[src/rtl/attr_port_pkg.sv]
package attr_port_pkg;
    localparam int DATA_W     = 8;
    localparam int IDX_W      = 6;
    localparam int ADDR_W     = 5;
    localparam int PAL_N      = 16;
    localparam int PAL_W      = 6;
    localparam int PIX_W      = 4;
    localparam int SEL_W      = $clog2(PAL_N);
    localparam int VID_BIT    = 5;
    localparam int BLINK_BIT  = 3;
    localparam logic [ADDR_W-1:0] MODE_ADDR  = 5'h10;
    localparam logic [ADDR_W-1:0] PLANE_ADDR = 5'h12;
    localparam logic [DATA_W-1:0] MODE_RST   = 8'h08;

    typedef enum logic {
        PH_INDEX = 1'b0,
        PH_DATA  = 1'b1
    } phase_t;
endpackage

[src/rtl/attr_phase_fsm.sv]
module attr_phase_fsm
    import attr_port_pkg::*;
(
    input  logic   clk,
    input  logic   rst_n,
    input  logic   wr_en,
    input  logic   status_rd,
    output phase_t phase,
    output logic   idx_load,
    output logic   data_commit
);
    phase_t state_q, state_d;

    always_ff @(posedge clk or negedge rst_n) begin
        if (!rst_n) state_q <= PH_INDEX;
        else        state_q <= state_d;
    end

    always_comb begin
        state_d     = state_q;
        idx_load    = 1'b0;
        data_commit = 1'b0;
        unique case (state_q)
            PH_INDEX: begin
                if (status_rd) state_d = PH_INDEX;
                else if (wr_en) begin
                    idx_load = 1'b1;
                    state_d  = PH_DATA;
                end
            end
            PH_DATA: begin
                if (status_rd) state_d = PH_INDEX;
                else if (wr_en) begin
                    data_commit = 1'b1;
                    state_d     = PH_INDEX;
                end
            end
        endcase
    end

    assign phase = state_q;
endmodule

[src/rtl/attr_regfile.sv]
module attr_regfile
    import attr_port_pkg::*;
(
    input  logic                   clk,
    input  logic                   rst_n,
    input  logic                   idx_load,
    input  logic                   data_commit,
    input  logic [DATA_W-1:0]      wr_data,
    output logic [IDX_W-1:0]       idx_q,
    output logic [DATA_W-1:0]      mode_q,
    output logic [PIX_W-1:0]       plane_q,
    output logic [PAL_N*PAL_W-1:0] pal_flat,
    output logic [DATA_W-1:0]      rd_data
);
    logic [ADDR_W-1:0] addr;
    logic              pal_hit;
    logic [PAL_W-1:0]  pal_q [PAL_N];

    assign addr    = idx_q[ADDR_W-1:0];
    assign pal_hit = int'(addr) < PAL_N;

    always_ff @(posedge clk or negedge rst_n) begin
        if (!rst_n)        idx_q <= '0;
        else if (idx_load) idx_q <= wr_data[IDX_W-1:0];
    end

    always_ff @(posedge clk or negedge rst_n) begin
        if (!rst_n) begin
            mode_q  <= MODE_RST;
            plane_q <= '1;
        end else if (data_commit) begin
            if (addr == MODE_ADDR)  mode_q  <= wr_data;
            if (addr == PLANE_ADDR) plane_q <= wr_data[PIX_W-1:0];
        end
    end

    for (genvar i = 0; i < PAL_N; i++) begin : g_pal
        always_ff @(posedge clk or negedge rst_n) begin
            if (!rst_n)
                pal_q[i] <= PAL_W'(i);
            else if (data_commit && !idx_q[VID_BIT] && pal_hit &&
                     addr[SEL_W-1:0] == SEL_W'(i))
                pal_q[i] <= wr_data[PAL_W-1:0];
        end
        assign pal_flat[i*PAL_W +: PAL_W] = pal_q[i];
    end

    always_comb begin
        rd_data = '0;
        if (pal_hit)                 rd_data = DATA_W'(pal_q[addr[SEL_W-1:0]]);
        else if (addr == MODE_ADDR)  rd_data = mode_q;
        else if (addr == PLANE_ADDR) rd_data = DATA_W'(plane_q);
    end
endmodule

[src/rtl/attr_pixel_path.sv]
module attr_pixel_path
    import attr_port_pkg::*;
(
    input  logic                   clk,
    input  logic                   rst_n,
    input  logic                   vid_on,
    input  logic [PIX_W-1:0]       pixel_in,
    input  logic [PIX_W-1:0]       plane_q,
    input  logic [PAL_N*PAL_W-1:0] pal_flat,
    output logic [PAL_W-1:0]       pix_out
);
    logic [PIX_W-1:0] masked;
    logic [PAL_W-1:0] colour;

    assign masked = pixel_in & plane_q;
    assign colour = pal_flat[int'(masked)*PAL_W +: PAL_W];

    always_ff @(posedge clk or negedge rst_n) begin
        if (!rst_n)      pix_out <= '0;
        else if (vid_on) pix_out <= colour;
        else             pix_out <= '0;
    end
endmodule

[src/rtl/attr_port_ctrl.sv]
module attr_port_ctrl
    import attr_port_pkg::*;
(
    input  logic              clk,
    input  logic              rst_n,
    input  logic              wr_en,
    input  logic [DATA_W-1:0] wr_data,
    input  logic              status_rd,
    input  logic [PIX_W-1:0]  pixel_in,
    output logic [DATA_W-1:0] idx_rd,
    output logic [DATA_W-1:0] rd_data,
    output logic [PAL_W-1:0]  pix_out,
    output logic              blink_sel
);
    phase_t                 phase;
    logic                   idx_load;
    logic                   data_commit;
    logic [IDX_W-1:0]       idx_q;
    logic [DATA_W-1:0]      mode_q;
    logic [PIX_W-1:0]       plane_q;
    logic [PAL_N*PAL_W-1:0] pal_flat;

    attr_phase_fsm u_fsm (
        .clk(clk), .rst_n(rst_n), .wr_en(wr_en), .status_rd(status_rd),
        .phase(phase), .idx_load(idx_load), .data_commit(data_commit)
    );

    attr_regfile u_regs (
        .clk(clk), .rst_n(rst_n), .idx_load(idx_load), .data_commit(data_commit),
        .wr_data(wr_data), .idx_q(idx_q), .mode_q(mode_q), .plane_q(plane_q),
        .pal_flat(pal_flat), .rd_data(rd_data)
    );

    attr_pixel_path u_pix (
        .clk(clk), .rst_n(rst_n), .vid_on(idx_q[VID_BIT]), .pixel_in(pixel_in),
        .plane_q(plane_q), .pal_flat(pal_flat), .pix_out(pix_out)
    );

    assign idx_rd    = DATA_W'(idx_q);
    assign blink_sel = mode_q[BLINK_BIT];
endmodule

[config.mk]
export PLATFORM = sky130hd
export DESIGN_NAME = attr_port_ctrl
export DESIGN_NICKNAME = d
export VERILOG_FILES = /design/src/rtl/attr_port_pkg.sv /design/src/rtl/attr_phase_fsm.sv /design/src/rtl/attr_regfile.sv /design/src/rtl/attr_pixel_path.sv /design/src/rtl/attr_port_ctrl.sv
export SDC_FILE = /design/constraint.sdc
export NUM_CORES = 1
export LEC_CHECK = 0
export BUFFER_PORTS_ARGS = -buffer_cell sky130_fd_sc_hd__clkbuf_2
export CAP_MARGIN = 40
export CORE_ASPECT_RATIO = 1.4
export CORE_UTILIZATION = 50
export CTS_BUF_LIST = sky130_fd_sc_hd__clkbuf_2
export CTS_CLUSTER_SIZE = 8
export DETAILED_ROUTE_END_ITERATION = 12
export GPL_ROUTABILITY_DRIVEN = 0
export GPL_TIMING_DRIVEN = 1
export PLACE_DENSITY = 0.68
export SLEW_MARGIN = 0
export SYNTH_ARGS = -nofsm -noshare
export SYNTH_HDL_FRONTEND = slang
export SYNTH_SLANG_ARGS = --single-unit
[constraint.sdc]
create_clock -name clk -period 2.3 [get_ports clk]
set_input_delay 0.115 -clock clk [delete_from_list [all_inputs] [get_ports clk]]
set_output_delay 0.115 -clock clk [all_outputs]
set_load 0.01 [all_outputs]
### Yosys cells after proc, flatten, opt, wreduce, memory -nomap -nowiden

Index checks and enable logic that the tools add are counted.

| cells by class | value |
|---|---|
| $add $sub $neg | 0 |
| multiply operators | 1 |
| div/mod/pow operators | 0 |
| $lt $le $gt $ge | 2 |
| equality and inequality tests | 17 |
| shift-type cells | 1 |
| muxes and demuxes | 14 |
| bitwise operators | 3 |
| reductions and logical operators | 22 |

Operators with widths:

| cell | count |
|---|---|
| $shiftx A96 B32 Y6 | 1 |
| $eq A4 B4 Y1 const B | 8 |
| $bmux W6 S4 | 1 |
| $logic_and A1 B1 Y1 | 18 |
| $mux W6 | 3 |
| $eq A4 B3 Y1 const B | 4 |
| $mux W8 | 2 |
| $eq A5 B5 Y1 const B | 2 |
| $eq A4 B2 Y1 const B | 2 |
| $mul A4 B2 Y6 const B | 1 |
| $mux W1 | 6 |
| $ge A5 B5 Y1 const B | 1 |
| $lt A5 B5 Y1 const B | 1 |
| $not A4 Y5 | 1 |
| $and A4 B4 Y4 | 1 |
| $eq A4 B1 Y1 const B | 1 |
| $logic_not A4 Y1 | 1 |
| $mux W4 | 1 |
| $reduce_and A2 Y1 | 2 |
| $pmux W1 S2 | 1 |
| $logic_not A1 Y1 | 1 |
| $not A1 Y1 | 1 |

| storage, ports and cells | value |
|---|---|
| register bits after elaboration | 121 |
| latch bits | 0 |
| RAM bits | 0 |
| ROM bits | 0 |
| bits of input ports | 16 |
| output and inout bits | 23 |
| word-level logic and storage cells | 81 |
| memories kept | 0 |

### Longest topological paths before layout

| depth | value |
|---|---|
| depth in word-level cells | 6 |
| mapped depth | 7 |
| gate-level depth less buffers | 4 |

### By module

From an unflattened synthesis, not the netlist that was laid out.

| unflattened totals | value |
|---|---|
| cells, all modules | 493 |
| area total of the unflattened synthesis | 6,401.1 µm² |

Modules (own cells, without submodules):

| module | instances | cells an instance | area an instance (µm²) | sequential area each (µm²) |
|---|---|---|---|---|
| attr_regfile | 1 | 382 | 5,387.7 | 2,899.0 |
| attr_pixel_path | 1 | 103 | 939.7 | 150.1 |
| attr_phase_fsm | 1 | 5 | 55.1 | 25.0 |
| attr_port_ctrl | 1 | 3 | 18.8 | 0.0 |

### Worst setup path before layout

No wires, ideal clock.

| timing path | value |
|---|---|
| path type | reg-to-output |
| start point | reg u_regs.idx_q[0] |
| end point | out rd_data[3] |
| arrival | 1.621 ns |
| data required time | 2.185 ns |
| setup slack | 0.564 ns |
| cell stages (with the launch flop) | 6 |
| buffers on the path | 2 |
| cells stage by stage | dfrtp_1 buf_4 buf_4 mux4_2 mux2i_1 o221ai_1 |

| between the ends | value |
|---|---|
| longest elaborated chain between the ends | 5 |
| elaborated cells on any way between the ends | 10 |
| those cells by class | order compare (1); eq/ne (2); mux (6); bitwise (1) |

Ends and longest elaborated chain:

| what | line | source |
|---|---|---|
| start, declared | attr_regfile.sv:9 | `output logic [IDX_W-1:0] idx_q,` |
| start signal, assigned | attr_regfile.sv:24 | `else if (idx_load) idx_q <= wr_data[IDX_W-1:0];` |
| $not A4 Y5 (implied by the code) | attr_regfile.sv:50 | `if (pal_hit) rd_data = DATA_W'(pal_q[addr[SEL_W-1:0]]);` |
| $bmux W6 S4 | attr_regfile.sv:50 |  |
| $mux W6 (implied by the code) (2 in a row) | attr_regfile.sv:50 |  |
| $mux W8 (*) | attr_regfile.sv:50 |  |
| end, declared | attr_port_ctrl.sv:11 | `output logic [DATA_W-1:0] rd_data,` |

Every way passes the cells marked *; elsewhere a longest branch is shown, timed or not. The select of a mux whose other input is x is not followed.

### Final worst setup path

| timing path | value |
|---|---|
| start point | reg u_regs.idx_q[0] |
| end point | out rd_data[4] |

Same word-level chain as after synthesis.

==> impl_metrics.env <==
export IMPL_run_status="finished with violations"
export IMPL_violations="setup timing"
export IMPL_grt_pass1_wl_um=27100
export IMPL_firstDrtPassIters=6
export IMPL_tightest_slew_ns=0.750
export IMPL_ant_nets=0
export IMPL_p_total_mw=5.18
export IMPL_grt_max_degree=56
export IMPL_rsz0062_at_grt="true"
export IMPL_cap_violations=0
export IMPL_gr_usage_met3_pct=5.83
export IMPL_crit_family="multiplexers"
export IMPL_critical_path_max_stage_delay_ns=0.55
export IMPL_fp_dieH_um=135
export IMPL_crit_chain="buf_12 > mux4_2 > mux2i_2 > o211ai_1 > clkbuf_2"
export IMPL_final_layout_size_suffix_gt1_share_pct=58.5
export IMPL_first_global_vias=4464
export IMPL_dpl_hpwl_um=11900
export IMPL_start_kind="flip-flop"
export IMPL_worstPathMaxFanout=8
export IMPL_avgSynthCellArea_sq_um=14.3
export IMPL_area_delta_synth_final_pct=14.1
export IMPL_vias_per_cell=6.42
export IMPL_clock_skew_final_ns=0.0267
export IMPL_die_w_um=97.3
export IMPL_drt_wl_total_um=17400
export IMPL_synth_top_area_share_pct=33.1
export IMPL_ir_worst_vdd_v=0.000271
export IMPL_core_area_sq_um=12400
export IMPL_setup_ws_ns=-0.226
export IMPL_fmax_mhz=396
export IMPL_drc=0
export IMPL_initial_utilization_pct=51.4
export IMPL_slew_headroom_pct=50.0
export IMPL_cp_end_kind="output pin"
export IMPL_wl_per_cell_um=25.8
export IMPL_num_io_pins=39
export IMPL_clockBufferDepth=2
export IMPL_yosysUniqueCellTypes=38
export IMPL_grt_ovfl_total=0
export IMPL_finalMaxSlewViolations=0
export IMPL_synth_cell_area_sq_um=6360
export IMPL_required_ns=2.18
export IMPL_ys_flop_type="dfrtp_1"
export IMPL_arrival_ns=2.41
export IMPL_synth_edf_count=0
export IMPL_placementRows=48
export IMPL_power_leakage_nw=3.37
export IMPL_grt_antenna_before_repair=1
export IMPL_dp_slack_ns=0.405
export IMPL_numPortBuffers=36
export IMPL_synthCells=446
export IMPL_use_met2_pct=47.4
export IMPL_insertion_delay_ns=0.68
export IMPL_cts_root_buf="clkbuf_2"
export IMPL_setup_viol=6
export IMPL_cts_sinks=121
export IMPL_grt_use_total_pct=28.3
export IMPL_cp_num_buf_inv=2
export IMPL_slowest_stage="mux4_2"
export IMPL_finalHoldViolations=0
export IMPL_period_share_pct=110
export IMPL_yosysWarnings=0
export IMPL_post_route_util_pct=58.6
export IMPL_clkTransAtPathRegs_ns=0.18
export IMPL_min_period_ns=2.53
export IMPL_power_density_nw_per_um2=714
export IMPL_numCtsBuffers=17
export IMPL_ys_seq_area_share_pct=48.3
export IMPL_synth_area_leaders="dfrtp_1, mux2_2, dfstp_2"
export IMPL_fin_area_sq_um=7250
export IMPL_synth_seq_cells=121
export IMPL_die_area_sq_um=13200
export IMPL_grt_use_met1_pct=35.5
export IMPL_cts_tree="built"
export IMPL_placed_cell_area_sq_um=6740
export IMPL_async_reset_ff_share_pct=100
export IMPL_nNetsFinal=524
export IMPL_min_path_type="input pin to async pin"
export IMPL_whs_ns=0.00940
export IMPL_crit_type="flip-flop to output pin"
export IMPL_vias=4312
export IMPL_synth_largest_area_cell="dfrtp_1"
export IMPL_busiest_layer="met2"
export IMPL_drt_iter0_drc=439
export IMPL_htree_num_levels=4
-- report_power, final --
| group | switching, mW | leakage (nW) | internal (mW) |
|---|---|---|---|
| logic | 0.662 | 1.71 | 0.673 |
| clock network | 0.785 | 0.134 | 0.488 |
| registers | 0.192 | 1.53 | 2.38 |
| total | 1.64 | 3.37 | 3.54 |
-- cell type report --
class,count,area [sq um]
Antenna cell,1,2.50
Clock buffer,20,100
Timing Repair Buffer,76,617
Fill cell,960,5120
Multi-Input combinational cell,292,3160
Sequential cell,121,3080
Tap cell,150,188
Clock inverter,12,110
-- per-layer routing --
layer  part of all wire (%)  up-vias
li1                       -     1811
met1                     38     2220
met2                     52      230
met3                    6.3       51
met4                    3.9        0
met5                      0        -
-- worst register-to-register path, delay by kind of cell (launching register included) --
| family | cells | cell delay [ns] |
|---|---|---|
| buffers and inverters | 2 | 0.43 |
| DFF | 1 | 0.48 |
| muxes | 1 | 0.38 |
| and+or+nand+nor | 3 | 0.65 |
-- synth_stat cells, drive strengths merged, types with 2 or more instances --
cell	n
and4	2
dfstp	37
buf	26
o211ai	2
dfrtp	84
mux4	36
and2	2
nand3	13
a21oi	2
o221ai	4
and3	3
nor3b	2
clkbuf	8
nand2	34
nor2	8
nor3	2
a22oi	17
mux2i	30
mux2	118
nor2b	5
-- registers in the layout, indices dropped and copies added, names as in the netlist --
name             cells
u_fsm.phase          1
u_pix.pix_out        6
u_regs.idx_q         6
u_regs.mode_q        8
u_regs.pal_flat     96
u_regs.plane_q       4
-- layout by cell type (no fill, tap or decap), types with 2 or more instances in the layout --
master	synthesis	final
nor2b_2	0	2
mux2i_1	30	26
clkbuf_2	0	52
nand2_1	32	32
dfrtp_2	0	3
clkinv_1	0	4
dlygate4sd3_1	0	12
dfrtp_1	84	80
and2_1	2	2
nor2_1	8	8
nor3_4	2	2
a21oi_1	2	2
mux4_2	36	36
conb_1	1	2
and4_1	2	2
buf_2	11	3
o221ai_2	0	2
bufinv_16	0	2
clkinvlp_4	0	2
buf_4	7	21
o221ai_1	4	2
buf_12	0	6
nand3_1	13	13
mux2i_2	0	3
nor2b_1	5	3
o211ai_1	2	2
dfstp_2	37	37
and3_1	2	2
mux2_2	117	117
nand2_2	2	2
clkinv_2	0	4
a22oi_1	17	17
-- path summary, 6_finish.rpt --
path                       depth (start not counted)        startpoint  slack (ns)                   to
hold reg to reg                                    1  u_regs.mode_q[1]        0.54     u_regs.mode_q[1]
hold / removal                                     2             rst_n       0.009     u_regs.mode_q[2]
min in group clk                                   2        wr_data[2]        0.03  u_regs.pal_flat[92]
max in group asynchronous                          3             rst_n        1.54  u_regs.pal_flat[66]
setup reg to reg                                   6   u_regs.idx_q[0]        0.24  u_regs.pal_flat[77]
setup / recovery                                   5   u_regs.idx_q[0]       -0.23           rd_data[4]
-- logic make-up after synthesis --
group | synth area share (%)
AO/OA/AOI/OAI | 3.05
XOR/XNOR | 0.138
buffers and inverters | 2.75
flip-flops | 48.3
multiplexers | 38.4
other | 0.0590
AND/OR/NAND/NOR | 7.30
-- timing repair --
action | in CTS | in global routing
setup endpoints to repair | 6 | 8
buffers inserted | 4 | 8
hold endpoints to repair | 134 | 2
hold buffers | 11 | 1
pin swaps | 2 | 3
resized for setup | 8 | 10
gates cloned | 2 | 0
-- through the flow --
step | std cells | setup TNS (ns)
2_1_floorplan | 447 | 0
3_3_place_gp | 614 | 0
3_5_place_dp | 614 | 0
4_1_cts | 663 | -1.15
5_1_grt | 672 | -2.02
6_report | 672 | -1.00
Note: power is estimated with default switching activity, not from simulation.
